$ cat config.mk
export PLATFORM = sky130hd
export DESIGN_NAME = amp_diag_agg
export DESIGN_NICKNAME = d
export VERILOG_FILES = /design/src/rtl/diag_pkg.sv /design/src/rtl/diag_sync.sv /design/src/rtl/diag_cfg_regs.sv /design/src/rtl/diag_clip_router.sv /design/src/rtl/diag_por_tracker.sv /design/src/rtl/amp_diag_agg.sv
export SDC_FILE = /design/constraint.sdc
export NUM_CORES = 1
export LEC_CHECK = 0
export ABC_AREA = 1
export BUFFER_PORTS_ARGS = -buffer_cell sky130_fd_sc_hd__clkbuf_2
export CAP_MARGIN = 0
export CORE_UTILIZATION = 47
export CTS_CLUSTER_DIAMETER = 40
export DETAILED_ROUTE_END_ITERATION = 8
export PLACE_DENSITY = 0.75
export SYNTH_ARGS = -nofsm -noshare
export SYNTH_HDL_FRONTEND = slang
export SYNTH_SLANG_ARGS = --single-unit
$ cat constraint.sdc
create_clock -name clk -period 0.8 [get_ports clk]
set_clock_uncertainty 0.15 [all_clocks]
set_input_delay 0.08 -clock clk [delete_from_list [all_inputs] [get_ports clk]]
set_output_delay 0.08 -clock clk [all_outputs]
set_load 0.005 [all_outputs]
$ cat src/rtl/diag_pkg.sv
package diag_pkg;

  // Number of non-clip signals in the synchronized input vector
  localparam int FIXED_FLAGS = 10;

  // Offsets of the fixed signals above the clip bits in the raw vector
  localparam int OFS_MISSCUR = 0;
  localparam int OFS_SHORT   = 1;
  localparam int OFS_TEMPW   = 2;
  localparam int OFS_OVP     = 3;
  localparam int OFS_HIBAT   = 4;
  localparam int OFS_LOBAT   = 5;
  localparam int OFS_POR     = 6;
  localparam int OFS_STARTED = 7;
  localparam int OFS_STBY    = 8;
  localparam int OFS_LEGACY  = 9;

  // Configuration addresses
  localparam logic CFG_ADDR_ENABLE = 1'b0;
  localparam logic CFG_ADDR_ROUTE  = 1'b1;

  // Enable register bit positions
  localparam int EN_W         = 4;
  localparam int EN_TEMPW     = 0;
  localparam int EN_SHORT     = 1;
  localparam int EN_MISSCUR   = 2;
  localparam int EN_STBY_CLIP = 3;

  // Routing pair bit positions within each channel's two-bit field
  localparam int RT_DIAG = 0;
  localparam int RT_STBY = 1;

  typedef struct packed {
    logic legacy;
    logic stby_lvl;
    logic started;
    logic por;
    logic lobat;
    logic hibat;
    logic ovp;
    logic tempw;
    logic shrt;
    logic misscur;
  } diag_flags_t;

endpackage

$ cat src/rtl/diag_sync.sv
module diag_sync #(
  parameter int W      = 14,
  parameter int STAGES = 2
) (
  input  logic         clk,
  input  logic         rst,
  input  logic [W-1:0] d,
  output logic [W-1:0] q
);

  logic [W-1:0] stage_q [STAGES];

  always_ff @(posedge clk) begin
    if (rst) begin
      for (int s = 0; s < STAGES; s++) stage_q[s] <= '0;
    end else begin
      stage_q[0] <= d;
      for (int s = 1; s < STAGES; s++) stage_q[s] <= stage_q[s-1];
    end
  end

  assign q = stage_q[STAGES-1];

endmodule

$ cat src/rtl/diag_cfg_regs.sv
module diag_cfg_regs
  import diag_pkg::*;
#(
  parameter int NUM_CH = 4,
  parameter int CFG_DW = 8
) (
  input  logic                clk,
  input  logic                rst,
  input  logic                we,
  input  logic                addr,
  input  logic [CFG_DW-1:0]   wdata,
  output logic [EN_W-1:0]     en_q,
  output logic [2*NUM_CH-1:0] route_q
);

  localparam int ROUTE_W = 2 * NUM_CH;

  // CFG_DW must cover both EN_W and ROUTE_W
  always_ff @(posedge clk) begin
    if (rst) begin
      en_q    <= '0;
      route_q <= '0;
    end else if (we) begin
      if (addr == CFG_ADDR_ENABLE) en_q    <= wdata[EN_W-1:0];
      else                         route_q <= wdata[ROUTE_W-1:0];
    end
  end

endmodule

$ cat src/rtl/diag_clip_router.sv
module diag_clip_router
  import diag_pkg::*;
#(
  parameter int NUM_CH = 4
) (
  input  logic [NUM_CH-1:0]   clip,
  input  logic [2*NUM_CH-1:0] route,
  output logic                to_diag,
  output logic                to_stby
);

  logic [NUM_CH-1:0] diag_hit;
  logic [NUM_CH-1:0] stby_hit;

  for (genvar c = 0; c < NUM_CH; c++) begin : g_ch
    assign diag_hit[c] = clip[c] & route[2*c + RT_DIAG];
    assign stby_hit[c] = clip[c] & route[2*c + RT_STBY];
  end

  assign to_diag = |diag_hit;
  assign to_stby = |stby_hit;

endmodule

$ cat src/rtl/diag_por_tracker.sv
module diag_por_tracker (
  input  logic clk,
  input  logic rst,
  input  logic por_s,
  input  logic started_s,
  output logic por_active,
  output logic por_hold_q
);

  assign por_active = por_s | (por_hold_q & ~started_s);

  always_ff @(posedge clk) begin
    if (rst) por_hold_q <= 1'b1;
    else     por_hold_q <= por_active;
  end

endmodule

$ cat src/rtl/amp_diag_agg.sv
module amp_diag_agg
  import diag_pkg::*;
#(
  parameter int NUM_CH      = 4,
  parameter int SYNC_STAGES = 2,
  parameter int CFG_DW      = 8
) (
  input  logic              clk,
  input  logic              rst,
  input  logic              legacy_mode,
  input  logic              standby_ctrl,
  input  logic              amp_started,
  input  logic              por_flag,
  input  logic              lobat_flag,
  input  logic              hibat_flag,
  input  logic              ovp_flag,
  input  logic              tempw_flag,
  input  logic              short_flag,
  input  logic              misscur_flag,
  input  logic [NUM_CH-1:0] clip_flag,
  input  logic              cfg_we,
  input  logic              cfg_addr,
  input  logic [CFG_DW-1:0] cfg_wdata,
  output logic              diag_n,
  output logic              stby_n
);

  localparam int ROUTE_W = 2 * NUM_CH;
  localparam int IN_W    = NUM_CH + FIXED_FLAGS;

  logic [IN_W-1:0]    raw_in;
  logic [IN_W-1:0]    sync_in;
  diag_flags_t        flg_s;
  logic [NUM_CH-1:0]  clip_s;
  logic [EN_W-1:0]    en_q;
  logic [ROUTE_W-1:0] route_q;
  logic               clip_to_diag;
  logic               clip_to_stby;
  logic               por_active;
  logic               por_hold_q;
  logic               bus_fault;
  logic               legacy_fault;
  logic               fault;
  logic               stby_clip_mode;
  logic               stby_next;

  assign raw_in = {legacy_mode, standby_ctrl, amp_started, por_flag,
                   lobat_flag, hibat_flag, ovp_flag, tempw_flag,
                   short_flag, misscur_flag, clip_flag};

  diag_sync #(.W(IN_W), .STAGES(SYNC_STAGES)) u_sync (
    .clk (clk),
    .rst (rst),
    .d   (raw_in),
    .q   (sync_in)
  );

  assign clip_s         = sync_in[NUM_CH-1:0];
  assign flg_s.misscur  = sync_in[NUM_CH + OFS_MISSCUR];
  assign flg_s.shrt     = sync_in[NUM_CH + OFS_SHORT];
  assign flg_s.tempw    = sync_in[NUM_CH + OFS_TEMPW];
  assign flg_s.ovp      = sync_in[NUM_CH + OFS_OVP];
  assign flg_s.hibat    = sync_in[NUM_CH + OFS_HIBAT];
  assign flg_s.lobat    = sync_in[NUM_CH + OFS_LOBAT];
  assign flg_s.por      = sync_in[NUM_CH + OFS_POR];
  assign flg_s.started  = sync_in[NUM_CH + OFS_STARTED];
  assign flg_s.stby_lvl = sync_in[NUM_CH + OFS_STBY];
  assign flg_s.legacy   = sync_in[NUM_CH + OFS_LEGACY];

  diag_cfg_regs #(.NUM_CH(NUM_CH), .CFG_DW(CFG_DW)) u_cfg (
    .clk     (clk),
    .rst     (rst),
    .we      (cfg_we),
    .addr    (cfg_addr),
    .wdata   (cfg_wdata),
    .en_q    (en_q),
    .route_q (route_q)
  );

  diag_clip_router #(.NUM_CH(NUM_CH)) u_router (
    .clip    (clip_s),
    .route   (route_q),
    .to_diag (clip_to_diag),
    .to_stby (clip_to_stby)
  );

  diag_por_tracker u_por (
    .clk        (clk),
    .rst        (rst),
    .por_s      (flg_s.por),
    .started_s  (flg_s.started),
    .por_active (por_active),
    .por_hold_q (por_hold_q)
  );

  // Fault and standby selection
  always_comb begin
    bus_fault = por_active | flg_s.lobat | flg_s.hibat | flg_s.ovp
              | (flg_s.tempw   & en_q[EN_TEMPW])
              | (flg_s.shrt    & en_q[EN_SHORT])
              | (flg_s.misscur & en_q[EN_MISSCUR])
              | clip_to_diag;
    legacy_fault = flg_s.lobat | flg_s.hibat | flg_s.ovp | flg_s.tempw
                 | flg_s.shrt | flg_s.misscur | (|clip_s);
    fault          = flg_s.legacy ? legacy_fault : bus_fault;
    stby_clip_mode = ~flg_s.legacy & en_q[EN_STBY_CLIP];
    stby_next      = stby_clip_mode ? ~clip_to_stby : flg_s.stby_lvl;
  end

  always_ff @(posedge clk) begin
    if (rst) begin
      diag_n <= 1'b0;
      stby_n <= 1'b1;
    end else begin
      diag_n <= ~fault;
      stby_n <= stby_next;
    end
  end

endmodule

==> run summary, run 1 <==
The number of H-tree levels is 2. The tools report the reg-to-reg critical path endpoint as diag_n. After detailed routing, the number of vias per cell comes to 4.21. The run finished, with violations left.

The first global-routing pass estimated 4220 um of wire. Setup repair after global routing could not meet its margin everywhere. Buffers placed on the I/O ports in this run total 27. The worst slew margin relative to its limit was 0.788; the worst-margin pin slew was 0.318 ns. The multi-input combinational cells in the finished layout cover a total of 413 um2.

The floorplan has 19 rows. For the share of synthesized area occupied by flip-flops and latches, the log shows 0.604. The number of ports placed on the die boundary was 28.

The tools report the number of antenna violations at the first check in global routing as 0. The repair_antennas step left the layout with diodes totalling 0. The clock drives 43 sinks. The share of total power in the clock network came out at 0.294. Post-synthesis average cell area: 7.75 um2. The count of nets left with antenna violations once routing finished came out at 0.

The tools report the power share of the sequential group as 0.604. Counting every net in the synthesized netlist gives 210. The area growth from synthesis to final layout works out to 35.2%.

TritonCTS built the clock tree. The largest fanout on the critical path is 1, and the fraction of the mapped netlist area in compound gates is 0.0562. Walking the worst path, the cells encountered are clkbuf_2.

The XOR/XNOR share of the synthesized area was 0; the share of cells above drive strength 1 was 0.226. In this run the static leakage power is 0.952 nW. Counting along the longest clock path gives a buffer depth of 2. Measured along the y axis, the die boundary spans 57.1 um. The checks that failed: design-rule violations, negative hold slack, negative setup slack. The number of distinct library cells after synthesis was 11.

The final cycle utilization of the critical path was 1.30; the net switching power figure was 0.000924 W. The first detailed-routing pass took 6 iterations. Chip width: 57.1 um.

The CTS buffer count is 5, and the largest net degree at the start of global routing is 26. Final number of hold-violating endpoints: 12. The adder-cell share of the synthesized area is 0, and the peak supply drop is 0.00149 V. The die covers 3260 um2. For the setup slack at placement, the log shows -0.134 ns. The global-route usage over all layers was 0.178. The tools report the final weighted congestion of routability-driven global placement as 0.764. The clock period minus final worst setup slack was 1.04 ns; the slack of the worst reg-to-reg path was -0.17 ns.

Violation count after the first detailed-route iteration: 28. For the number of global-route vias before repair, the log shows 1,049. The logs give 0.00383 W for the total power consumption of the routed design and 268 for the net count of the finished layout. The kind of cell with the highest combined delay along the critical path is flip-flops. During synthesis, Yosys emitted a total of 0 warnings. Setup violations remaining at the end of the flow were counted as 6.

Across all layers, the routed design uses 1,154 vias. Data on the critical path arrives at its endpoint at 0.81 ns. In this run the cell area of the synthesized design comes to 1430 um2. The worst hold slack across all endpoints is -0.176 ns, and the mux cell area share after synthesis is 0. The register bit count reported by yosys came out at 43. The gate count of the mapped netlist is 184. The tools report the data required time of the critical path as 0.57 ns. The simple-gate portion of the synthesized area came out at 0.227.

The fraction of power spent switching nets was 0.241. Measured in cells, the most critical reg-to-reg path has a length of 4. The worst min-delay path startpoint was cfg_wdata[0]. In this run the power density over the cells is 1990 nW/um2. The critical path in this run is classified as reg2out.

The tools report the global-route congestion overflow total as 0. Hold path endpoint: u_cfg.route_q[0]. The layout has 225 filler cells.

For this run, the slowest stage of the critical path takes 0.35 ns. The finished cells cover 1930 um2. After detailed routing, the number of remaining DRC violations is 5.

The core region is 2810 um2. Across the whole layout, storage elements account for 871 um2. The logs give 0.00291 W for the internal power consumption and 965 MHz for the maximum achievable frequency. In this run the critical register-to-register path is launched from u_sync.stage_q[0][23].

Counting instances, the worst hold path has a depth of 3. The half-perimeter wire length of the detailed placement result came out at 1500 um. The worst setup path is captured at an output port. By area, the combinational part of the netlist is dominated by simple AND/OR/NAND/NOR gates.

Among all stages on the critical path, the largest delay is contributed by sky130_fd_sc_hd__dfxtp_2. The final layout contains routed wiring with a total length of 2590 um. Clock-pin slew was measured on the worst setup and hold paths at 0.12 ns. In this run the clock root is driven by a sky130_fd_sc_hd__clkbuf_4.

The tools report the initial core utilization as 0.508. The final worst-path setup slack was -0.236 ns; the count of buffer and inverter cells on the critical path was 1. The tools report the count of final max-slew check failures as 0.

Summing all placed instances gives a cell area of 1630 um2. The tool flagged a number of max-cap violations equal to 0. The worst hold-check path type is in2reg.

For the worst-skew pair, the clock arrives at the later sink with an insertion delay of 0.36 ns. The run gives 0.102 as the combinational fraction of design power. Dividing the detail-routed wire length by the instance count gives 9.45 um. The worst setup path is launched from a register.
-- area by class of cell --
class / instances / share of cell area
inverters: 37 / 0.0721
multi-input cells: 100 / 0.214
repair buffers: 55 / 0.206
well taps: 31 / 0.0201
flip-flops and latches: 43 / 0.452
clock buffers: 6 / 0.0266
clock inverters: 2 / 0.00844
-- layer usage --
metal,track usage,up-vias,part of all wire
met1,0.187,469,0.44
met4,0.0836,0,0.020
met2,0.303,26,0.49
met3,0.0816,7,0.049
met5,0,-,0
li1,-,652,-
-- worst max path at each step --
stage	startpoint	to	slack, ns	cells after the start
floorplan	u_sync.stage_q[0][23]	diag_n	-0.07	4
global placement	u_sync.stage_q[0][25]	diag_n	-0.13	4
detailed placement	u_sync.stage_q[0][25]	diag_n	-0.13	4
CTS	diag_n	diag_n	-0.26	1
global route	diag_n	diag_n	-0.29	1
finish	diag_n	diag_n	-0.24	1
-- sequential cells by signal, indices dropped and copies added (netlist names) --
register          flops
u_cfg.route_q         8
u_sync.stage_q       28
stby_n                1
u_por.por_hold_q      1
diag_n                1
u_cfg.en_q            4
-- through the flow --
| stage | hold WS (ns) | cells | TNS [ns] | utilization |
|---|---|---|---|---|
| after floorplan | 0.0370 | 184 | -0.107 | - |
| after global placement | 0.121 | 244 | -1.59 | 0.580 |
| after detailed placement | 0.125 | 244 | -1.79 | 0.580 |
| after CTS | -0.139 | 275 | -0.895 | 0.687 |
| after global routing | -0.179 | 274 | -1.11 | 0.687 |
| final | -0.176 | 274 | -0.775 | 0.687 |
-- power groups by stage --
stage	Clock, W	Sequential, W	Combinational (W)
floorplan	0	0.00234	0.000179
global placement	0	0.00235	0.000287
detailed placement	0	0.00235	0.000290
CTS	0.00115	0.00231	0.000379
global route	0.00126	0.00232	0.000446
finish	0.00113	0.00231	0.000391
-- synth_stat cells (all sizes together) --
library cell   n  area share
nand2         16       0.042
buf            4       0.016
or2            1      0.0044
dfxtp         43        0.60
a21oi          3       0.011
nor2          64        0.17
o21ai         13       0.046
nand4          1      0.0044
inv           37       0.097
nand3          2      0.0070
-- placed cells by master, fill, tap and decap left out --
master                          instances
sky130_fd_sc_hd__nor2_1                64
sky130_fd_sc_hd__inv_1                 35
sky130_fd_sc_hd__dfxtp_1               35
sky130_fd_sc_hd__clkbuf_2              27
sky130_fd_sc_hd__dlygate4sd3_1         21
sky130_fd_sc_hd__nand2_1               15
sky130_fd_sc_hd__o21ai_1               12
sky130_fd_sc_hd__dfxtp_2                8
sky130_fd_sc_hd__buf_4                  7
sky130_fd_sc_hd__clkbuf_4               5
sky130_fd_sc_hd__nand3_1                2
sky130_fd_sc_hd__inv_2                  2
sky130_fd_sc_hd__a21oi_2                2
sky130_fd_sc_hd__or2_0                  1
sky130_fd_sc_hd__a21oi_1                1
sky130_fd_sc_hd__nand2_2                1
sky130_fd_sc_hd__nand4_1                1
sky130_fd_sc_hd__o21ai_0                1
sky130_fd_sc_hd__clkbuf_8               1
sky130_fd_sc_hd__clkinvlp_4             1
sky130_fd_sc_hd__clkinv_4               1
-- worst register-to-register path: stages (launching register included) --
cell	delay (ns)
sky130_fd_sc_hd__dfxtp_1	0.31
sky130_fd_sc_hd__or2_0	0.18
sky130_fd_sc_hd__nor2_1	0.11
sky130_fd_sc_hd__nand3_1	0.07
sky130_fd_sc_hd__nor2_1	0.08
-- logic make-up (layout without fill, tap and decap cells) --
| logic type | after synthesis | count (layout) |
|---|---|---|
| buf+inv | 41 | 100 |
| compound gates | 16 | 16 |
| flops | 43 | 43 |
| simple gates | 84 | 84 |
-- what timing repair did --
item / 4_1_cts / 5_1_grt
endpoints found under the setup margin: 6 / 15
hold buffers: 22 / 2
pin swaps: 0 / 6
resized for setup: 4 / 16
endpoints found under the hold margin: 32 / 11
setup buffers: 1 / 0
Power figures use the tool's default switching activity.
==> inputs of run 2 (changes only) <==
--- a/config.mk
+++ b/config.mk
@@ -11,7 +11,7 @@
 export CORE_UTILIZATION = 47
 export CTS_CLUSTER_DIAMETER = 40
 export DETAILED_ROUTE_END_ITERATION = 8
-export PLACE_DENSITY = 0.75
+export PLACE_DENSITY = 0.72
 export SYNTH_ARGS = -nofsm -noshare
 export SYNTH_HDL_FRONTEND = slang
 export SYNTH_SLANG_ARGS = --single-unit
==> run summary, run 2 (same netlist as run 1, synthesis figures left out) <==
The run gives -0.168 ns as the worst hold slack across all endpoints. The first global-routing pass estimated 4250 um of wire. Cell at the slowest stage of the critical path: sky130_fd_sc_hd__dfxtp_4. The detail route stage leaves a number of antenna-violating nets equal to 0.

TritonCTS built the clock tree. The violation count after the first detailed-route iteration was 44. The total via count in the routed design was 1,207; the number of ports placed on the die boundary was 28. The largest net degree at the start of global routing is 29, and the area growth from synthesis to final layout is 30.1%. The largest fanout on the critical path was 5. The later pin in the worst-skew pair is clocked with a latency of 0.34 ns.

The slack of the worst reg-to-reg path was -0.22 ns; the number of global-route vias before repair was 1,112. Worst-margin pin slew: 0.386 ns. The instance count along the most critical hold path came out at 3.

Worst setup path startpoint: u_sync.stage_q[0][27]. The reg-to-reg critical path endpoint was diag_n. The peak supply drop came out at 0.00165 V. The number of I/O port buffers was 27. Detailed placement ended at an HPWL of 1710 um.

The global-route usage over all layers was 0.174; the number of H-tree levels was 2. The most frequent standard cell in the layout excluding fill and tap cells was sky130_fd_sc_hd__nor2_1. The tightest min-delay check is of the in2reg type. The tree is rooted in a sky130_fd_sc_hd__clkbuf_4. The run gives 259 as the net count of the finished layout. Leaving out fill and tap cells, the most frequent cells in the layout are sky130_fd_sc_hd__nor2_1, sky130_fd_sc_hd__inv_1, sky130_fd_sc_hd__dfxtp_1, sky130_fd_sc_hd__clkbuf_2. The worst setup path is captured at a register. The design draws 0.00366 W. Counting the fill cells in the layout gives 227. The number of flip-flops in the largest register is 28. The worst hold path terminates at u_cfg.route_q[6]. The final worst-path setup slack is -0.224 ns, and the summed area of non-filler cells in the final layout is 1850 um2. The startpoint identified for the worst register-to-register timing path is u_sync.stage_q[0][27].

The logs give 1.15 ns for the arrival time at the worst endpoint and 265 for the post-route non-filler standard cell count. The most frequent cell on the critical path was sky130_fd_sc_hd__nor2_1. Most flop-heavy register: u_sync.stage_q.

The final weighted congestion of routability-driven global placement came out at 0.824. The run gives 0 as the number of diodes. After routing, the total negative slack on setup checks comes to -0.836 ns. The count of cells along the worst register-to-register path works out to 5. The cell leakage power is 0.920 nW. In the final layout, the registers with the most flip-flops are u_sync.stage_q (28), u_cfg.route_q (8), u_cfg.en_q (4). The floorplan step set the die height to 57.1 um.

The count of standard-cell rows came out at 19. For the initial core utilization, the log shows 0.508. The tools report the launching element type of the critical path as a register.

Walking the worst path, the cells encountered are nor2_1 -> nor2_1 -> nor2_1 -> nand3_1 -> nor2_1. At the worst endpoint, the required time is 0.93 ns. The final number of hold-violating endpoints came out at 11. Setup repair after global routing could not meet its margin everywhere. The global-route congestion overflow total is 0.

The flow ran to the end, but the final reports show violations. The first detailed-routing pass took 6 iterations. The worst min-delay path startpoint was cfg_wdata[6]. The largest stage delay on the critical path was 0.38 ns. The core region is 2810 um2. The placed cell count was 241.

Remaining routing DRC violations: 2. The number of antenna violations at the first check in global routing came out at 0. Using the TritonRoute via totals, the vias-per-cell ratio works out to 4.55. After clock tree synthesis, the clock-pin slew on the worst setup and hold paths is 0.12 ns. The routed wire length is 2500 um, and the final cycle utilization of the critical path is 1.28. The chip width is 57.1 um, and the number of buffers on the longest clock path is 2. The power density normalized to cell area was 1970 nW/um2. The logs give 3260 um2 for the area of the die and 977 MHz for the maximum achievable frequency. Across the run, the number of max-cap violations was 0. The share of cells above drive strength 1 was 0.244. The final reports fail on design-rule violations, negative hold slack, negative setup slack.

For the CTS buffer count, the log shows 5. The category of the most critical setup path was reg2reg. After layout, the minimum clock period comes to 1.02 ns. At the placement stage, the worst setup path has a slack of -0.184 ns.

The count of final max-slew check failures is 0, and the routed length per placed instance is 9.45 um. The worst slew margin relative to its limit is 0.742, and the area of placed instances is 1600 um2. The count of endpoints failing setup in the final report was 4; the number of clock sinks seen by CTS was 43.
[run 2: per-layer routing]
layer / up-vias / global-route usage / routed length [um]
li1: 631 / - / -
met1: 525 / 0.173 / 1020
met2: 42 / 0.308 / 1240
met3: 9 / 0.0680 / 173
met4: 0 / 0.101 / 72
met5: - / 0 / 0
[run 2: power by group]
group / internal [W] / switching, W / leakage [nW]
Combinational: 0.000191 / 0.000176 / 0.527
Sequential: 0.00226 / 0.0000562 / 0.358
Clock: 0.000327 / 0.000646 / 0.0347
Total: 0.00278 / 0.000879 / 0.920
[run 2: per-stage QoR]
stage	hold slack, ns	utilization
2_1_floorplan	0.0370	-
3_3_place_gp	0.122	0.572
3_5_place_dp	0.129	0.572
4_1_cts	-0.165	0.649
5_1_grt	-0.169	0.661
6_report	-0.168	0.661
[run 2: critical path, delay by kind of cell, from the launching register on]
family        cells  cell delay [ns]
simple gates      5             0.43
flops             1             0.38
[run 2: cell type report]
type,instances,area [um2],area share
Clock inverter,3,15.0,0.00810
Sequential cell,43,873,0.471
Clock buffer,5,37.5,0.0202
Multi-Input combinational cell,100,432,0.233
Inverter,37,139,0.0749
Tap cell,31,38.8,0.0209
Timing Repair Buffer,46,319,0.172
[run 2: worst max path at each step]
stage | to | slack, ns | cells after the start
global placement | diag_n | -0.13 | 5
CTS | stby_n | -0.22 | 1
global route | diag_n | -0.32 | 5
floorplan | diag_n | -0.07 | 4
detailed placement | u_cfg.route_q[4] | -0.18 | 5
finish | diag_n | -0.22 | 5
[run 2: what timing repair did]
item,CTS,global route
buffers inserted,0,1
setup endpoints to repair,7,11
gates resized for setup,4,19
hold buffers,16,1
pin swaps,0,6
endpoints found under the hold margin,28,13
cloned,0,0
==> inputs of run 3 (changes only) <==
--- a/config.mk
+++ b/config.mk
@@ -8,10 +8,11 @@
 export ABC_AREA = 1
 export BUFFER_PORTS_ARGS = -buffer_cell sky130_fd_sc_hd__clkbuf_2
 export CAP_MARGIN = 0
-export CORE_UTILIZATION = 47
+export CORE_UTILIZATION = 52
 export CTS_CLUSTER_DIAMETER = 40
 export DETAILED_ROUTE_END_ITERATION = 8
-export PLACE_DENSITY = 0.72
+export PLACE_DENSITY = 0.76
+export REMOVE_ABC_BUFFERS = 1
 export SYNTH_ARGS = -nofsm -noshare
 export SYNTH_HDL_FRONTEND = slang
 export SYNTH_SLANG_ARGS = --single-unit
==> constraint.sdc (replaced) <==
create_clock -name clk -period 1.1 [get_ports clk]
set_clock_uncertainty 0.15 [all_clocks]
set_input_delay 0.11 -clock clk [delete_from_list [all_inputs] [get_ports clk]]
set_output_delay 0.11 -clock clk [all_outputs]
set_load 0.005 [all_outputs]
==> run summary, run 3 (same netlist as run 1, synthesis figures left out) <==
The count of final max-slew check failures was 0. Buffers inserted during clock tree synthesis total 5. The placeable core region is 2520 um2.

The worst hold path passes through 3 cells. The register with the most flip-flops in the layout has 28 of them. Share of cells above drive strength 1: 0.157.

The worst register-to-register path ends at diag_n. The logs give 4 for the iteration count of the initial detailed-routing pass and 0 for the global-route congestion overflow total. Derived from the worst setup path, the maximum achievable clock frequency is 936 MHz. In this run the deepest clock path goes through 2 buffers.

The tightest min-delay check is of the in2reg type. The tools report the final number of hold-violating endpoints as 0. Largest fanout on the critical path: 9.

Setup repair after global routing left no endpoint under its margin. The wire-length estimate of the detail-placed layout is 1780 um. Across the run, the number of max-cap violations was 0. The peak supply drop is 0.00127 V, and the wire length of the first global-routing pass is 4400 um. More flip-flops sit in one register than any other, and that register is u_sync.stage_q.

TritonCTS built the clock tree. The tools report the global-route usage over all layers as 0.222. The final cycle utilization of the critical path was 0.971. 28 I/O pins were placed. Relative to the synthesized area, the layout overhead comes to 34.2%. The net count of the finished layout was 268; the arrival time at the worst endpoint was 1.17 ns. The die is 54.4 um tall. The summed area of non-filler cells in the final layout was 1910 um2. After detailed routing, the number of remaining DRC violations is 0. The worst slew margin relative to its limit is 0.787. In the layout the commonest cells are sky130_fd_sc_hd__nor2_1, sky130_fd_sc_hd__dfxtp_1, sky130_fd_sc_hd__inv_1, sky130_fd_sc_hd__clkbuf_2, sky130_fd_sc_hd__dlygate4sd3_1. The worst-margin pin slew came out at 0.319 ns.

The flow ran to the end, and the final reports show no timing, DRC or antenna violations. The slowest stage of the critical path belongs to the cell sky130_fd_sc_hd__dlygate4sd3_1. CTS built an H-tree with a depth of 2. The area of placed instances came out at 1590 um2. The number of diodes came out at 0. After floorplanning, the core was divided into 18 placement rows. After the first detailed-routing iteration, the DRC count stood at 38. The largest registers in the layout are u_sync.stage_q (28), u_cfg.route_q (8), u_cfg.en_q (4). Routed via count divided by cell count: 4.65.

The worst register-to-register path has a depth of 4. The run gives 0.0321 ns as the final worst-path setup slack. The final weighted congestion of routability-driven global placement was 0.760. The critical path starts at rst. The tools report the number of global-route vias before repair as 1,072. Data on the critical path is required at its endpoint by 1.20 ns. Once layout is complete, the cells apart from fillers number 272. The cell leakage power is 0.949 nW. The clock-pin slew of the registers on the worst-case setup and hold paths is 0.11 ns, and the count of buffer and inverter cells on the critical path is 3.

Summed over all failing endpoints, the final setup total negative slack is 0 ns. Before CTS, the worst setup slack after placement is 0.0699 ns. For the sequential cell area in the final layout, the log shows 861 um2. Setup slack on the worst reg-to-reg path comes out at 0.09 ns.

In this run the critical register-to-register path is launched from u_sync.stage_q[0][23]. In this run, placement finished with an instance count of 239. The final antenna-violating net count is 0.

Summing all multi-input logic gate instances after layout gives 408 um2. In this run the tool buffered the top-level ports with 27 buffer cells. The chip width is 54.4 um, and the initial core utilization is 0.565.

The kind of end point of the critical path is a register. Worst min-delay path startpoint: rst. The routed wire length was 2820 um. For the number of antenna violations at the first check in global routing, the log shows 0.

Fill cells in the final layout number 191. Traced cell by cell, the critical path runs through clkbuf_2 -> dlygate4sd3_1 -> buf_4 -> a21oi_1 -> o21ai_1. In the final routed layout, each cell accounts on average for 10.3 um. For hold timing, the worst endpoint is u_por.por_hold_q. Dividing total power by cell area gives a power density of 1430 nW/um2.

The worst setup path is of the in2reg kind. Among cell families on the critical path, the largest total delay comes from buffers and inverters. Leaving out fill and tap cells, the most frequent cell in the layout is sky130_fd_sc_hd__nor2_1. The largest net degree at the start of global routing is 21. The die covers 2950 um2. On the worst path, the slowest cell contributes a delay of 0.56 ns. Clock latency on the worst-skew pair, taken at its later pin, is 0.35 ns.

Launching element type of the critical path: an input pin. The clock period minus final worst setup slack is 1.07 ns. The number of clock sinks seen by CTS came out at 43. The routed layout has 1,264 vias. Setup violations remaining at the end of the flow were counted as 0. The tools report the root buffer cell as sky130_fd_sc_hd__clkbuf_4.
==> run 3: cell count changes in the layout (fill, tap and decap cells not counted), moves of 2 or more <==
cell,previous run,this run
sky130_fd_sc_hd__dlygate4sd3_1,15,26
sky130_fd_sc_hd__dfxtp_1,35,43
sky130_fd_sc_hd__dfxtp_2,7,0
sky130_fd_sc_hd__o21ai_0,6,12
sky130_fd_sc_hd__o21ai_1,4,1
sky130_fd_sc_hd__o21ai_2,3,0
sky130_fd_sc_hd__a21oi_1,1,3
sky130_fd_sc_hd__a21oi_2,2,0
sky130_fd_sc_hd__clkinv_2,3,1
==> run 3: through the flow <==
stage	total power, W	hold WS [ns]	util
after floorplan	0.00181	0.0312	-
after global placement	0.00190	0.151	0.630
after detailed placement	0.00192	0.157	0.630
after CTS	0.00274	0.00837	0.756
after global routing	0.00286	0.0452	0.758
final	0.00273	0.0231	0.758
==> run 3: final cells by class <==
type                    instances  share of cell area
multi-input cells             100               0.213
inverters                      37              0.0726
repair buffers                 55               0.215
well taps                      30              0.0196
clock inverters                 1             0.00262
clock buffers                   6              0.0268
flip-flops and latches         43               0.450
==> run 3: worst max-delay path by stage <==
stage,end,slack (ns),cells after the start
2_1_floorplan,diag_n,0.17,4
3_3_place_gp,u_cfg.en_q[0],0.09,6
3_5_place_dp,u_cfg.en_q[3],0.07,6
4_1_cts,diag_n,0.04,1
5_1_grt,diag_n,0.01,1
6_report,stby_n,0.03,5
==> run 3: what timing repair did <==
item	4_1_cts	5_1_grt
hold buffers	26	0
endpoints found under the hold margin	30	0
gates resized for setup	0	3
buffers inserted	0	0
setup endpoints to repair	0	5
==> run 3: where the power goes <==
part	internal (W)	switching [W]
clock	0.000296	0.000472
combinational	0.000154	0.000132
sequential	0.00164	0.0000368
total	0.00209	0.000640
==> run 3: routing by layer <==
metal	GRT usage	share of wire	wire [um]	vias up
met1	0.222	0.42	1180	559
met3	0.0944	0.067	188	9
li1	-	-	-	648
met2	0.396	0.49	1370	48
met4	0.0983	0.027	75	0
met5	0	0	0	-
==> run 3: worst reg2reg max path: stages (launching register included) <==
cell                      delay, ns
sky130_fd_sc_hd__dfxtp_1       0.31
sky130_fd_sc_hd__or2_0         0.22
sky130_fd_sc_hd__nor2_1        0.11
sky130_fd_sc_hd__nand3_1       0.08
sky130_fd_sc_hd__nor2_1        0.09
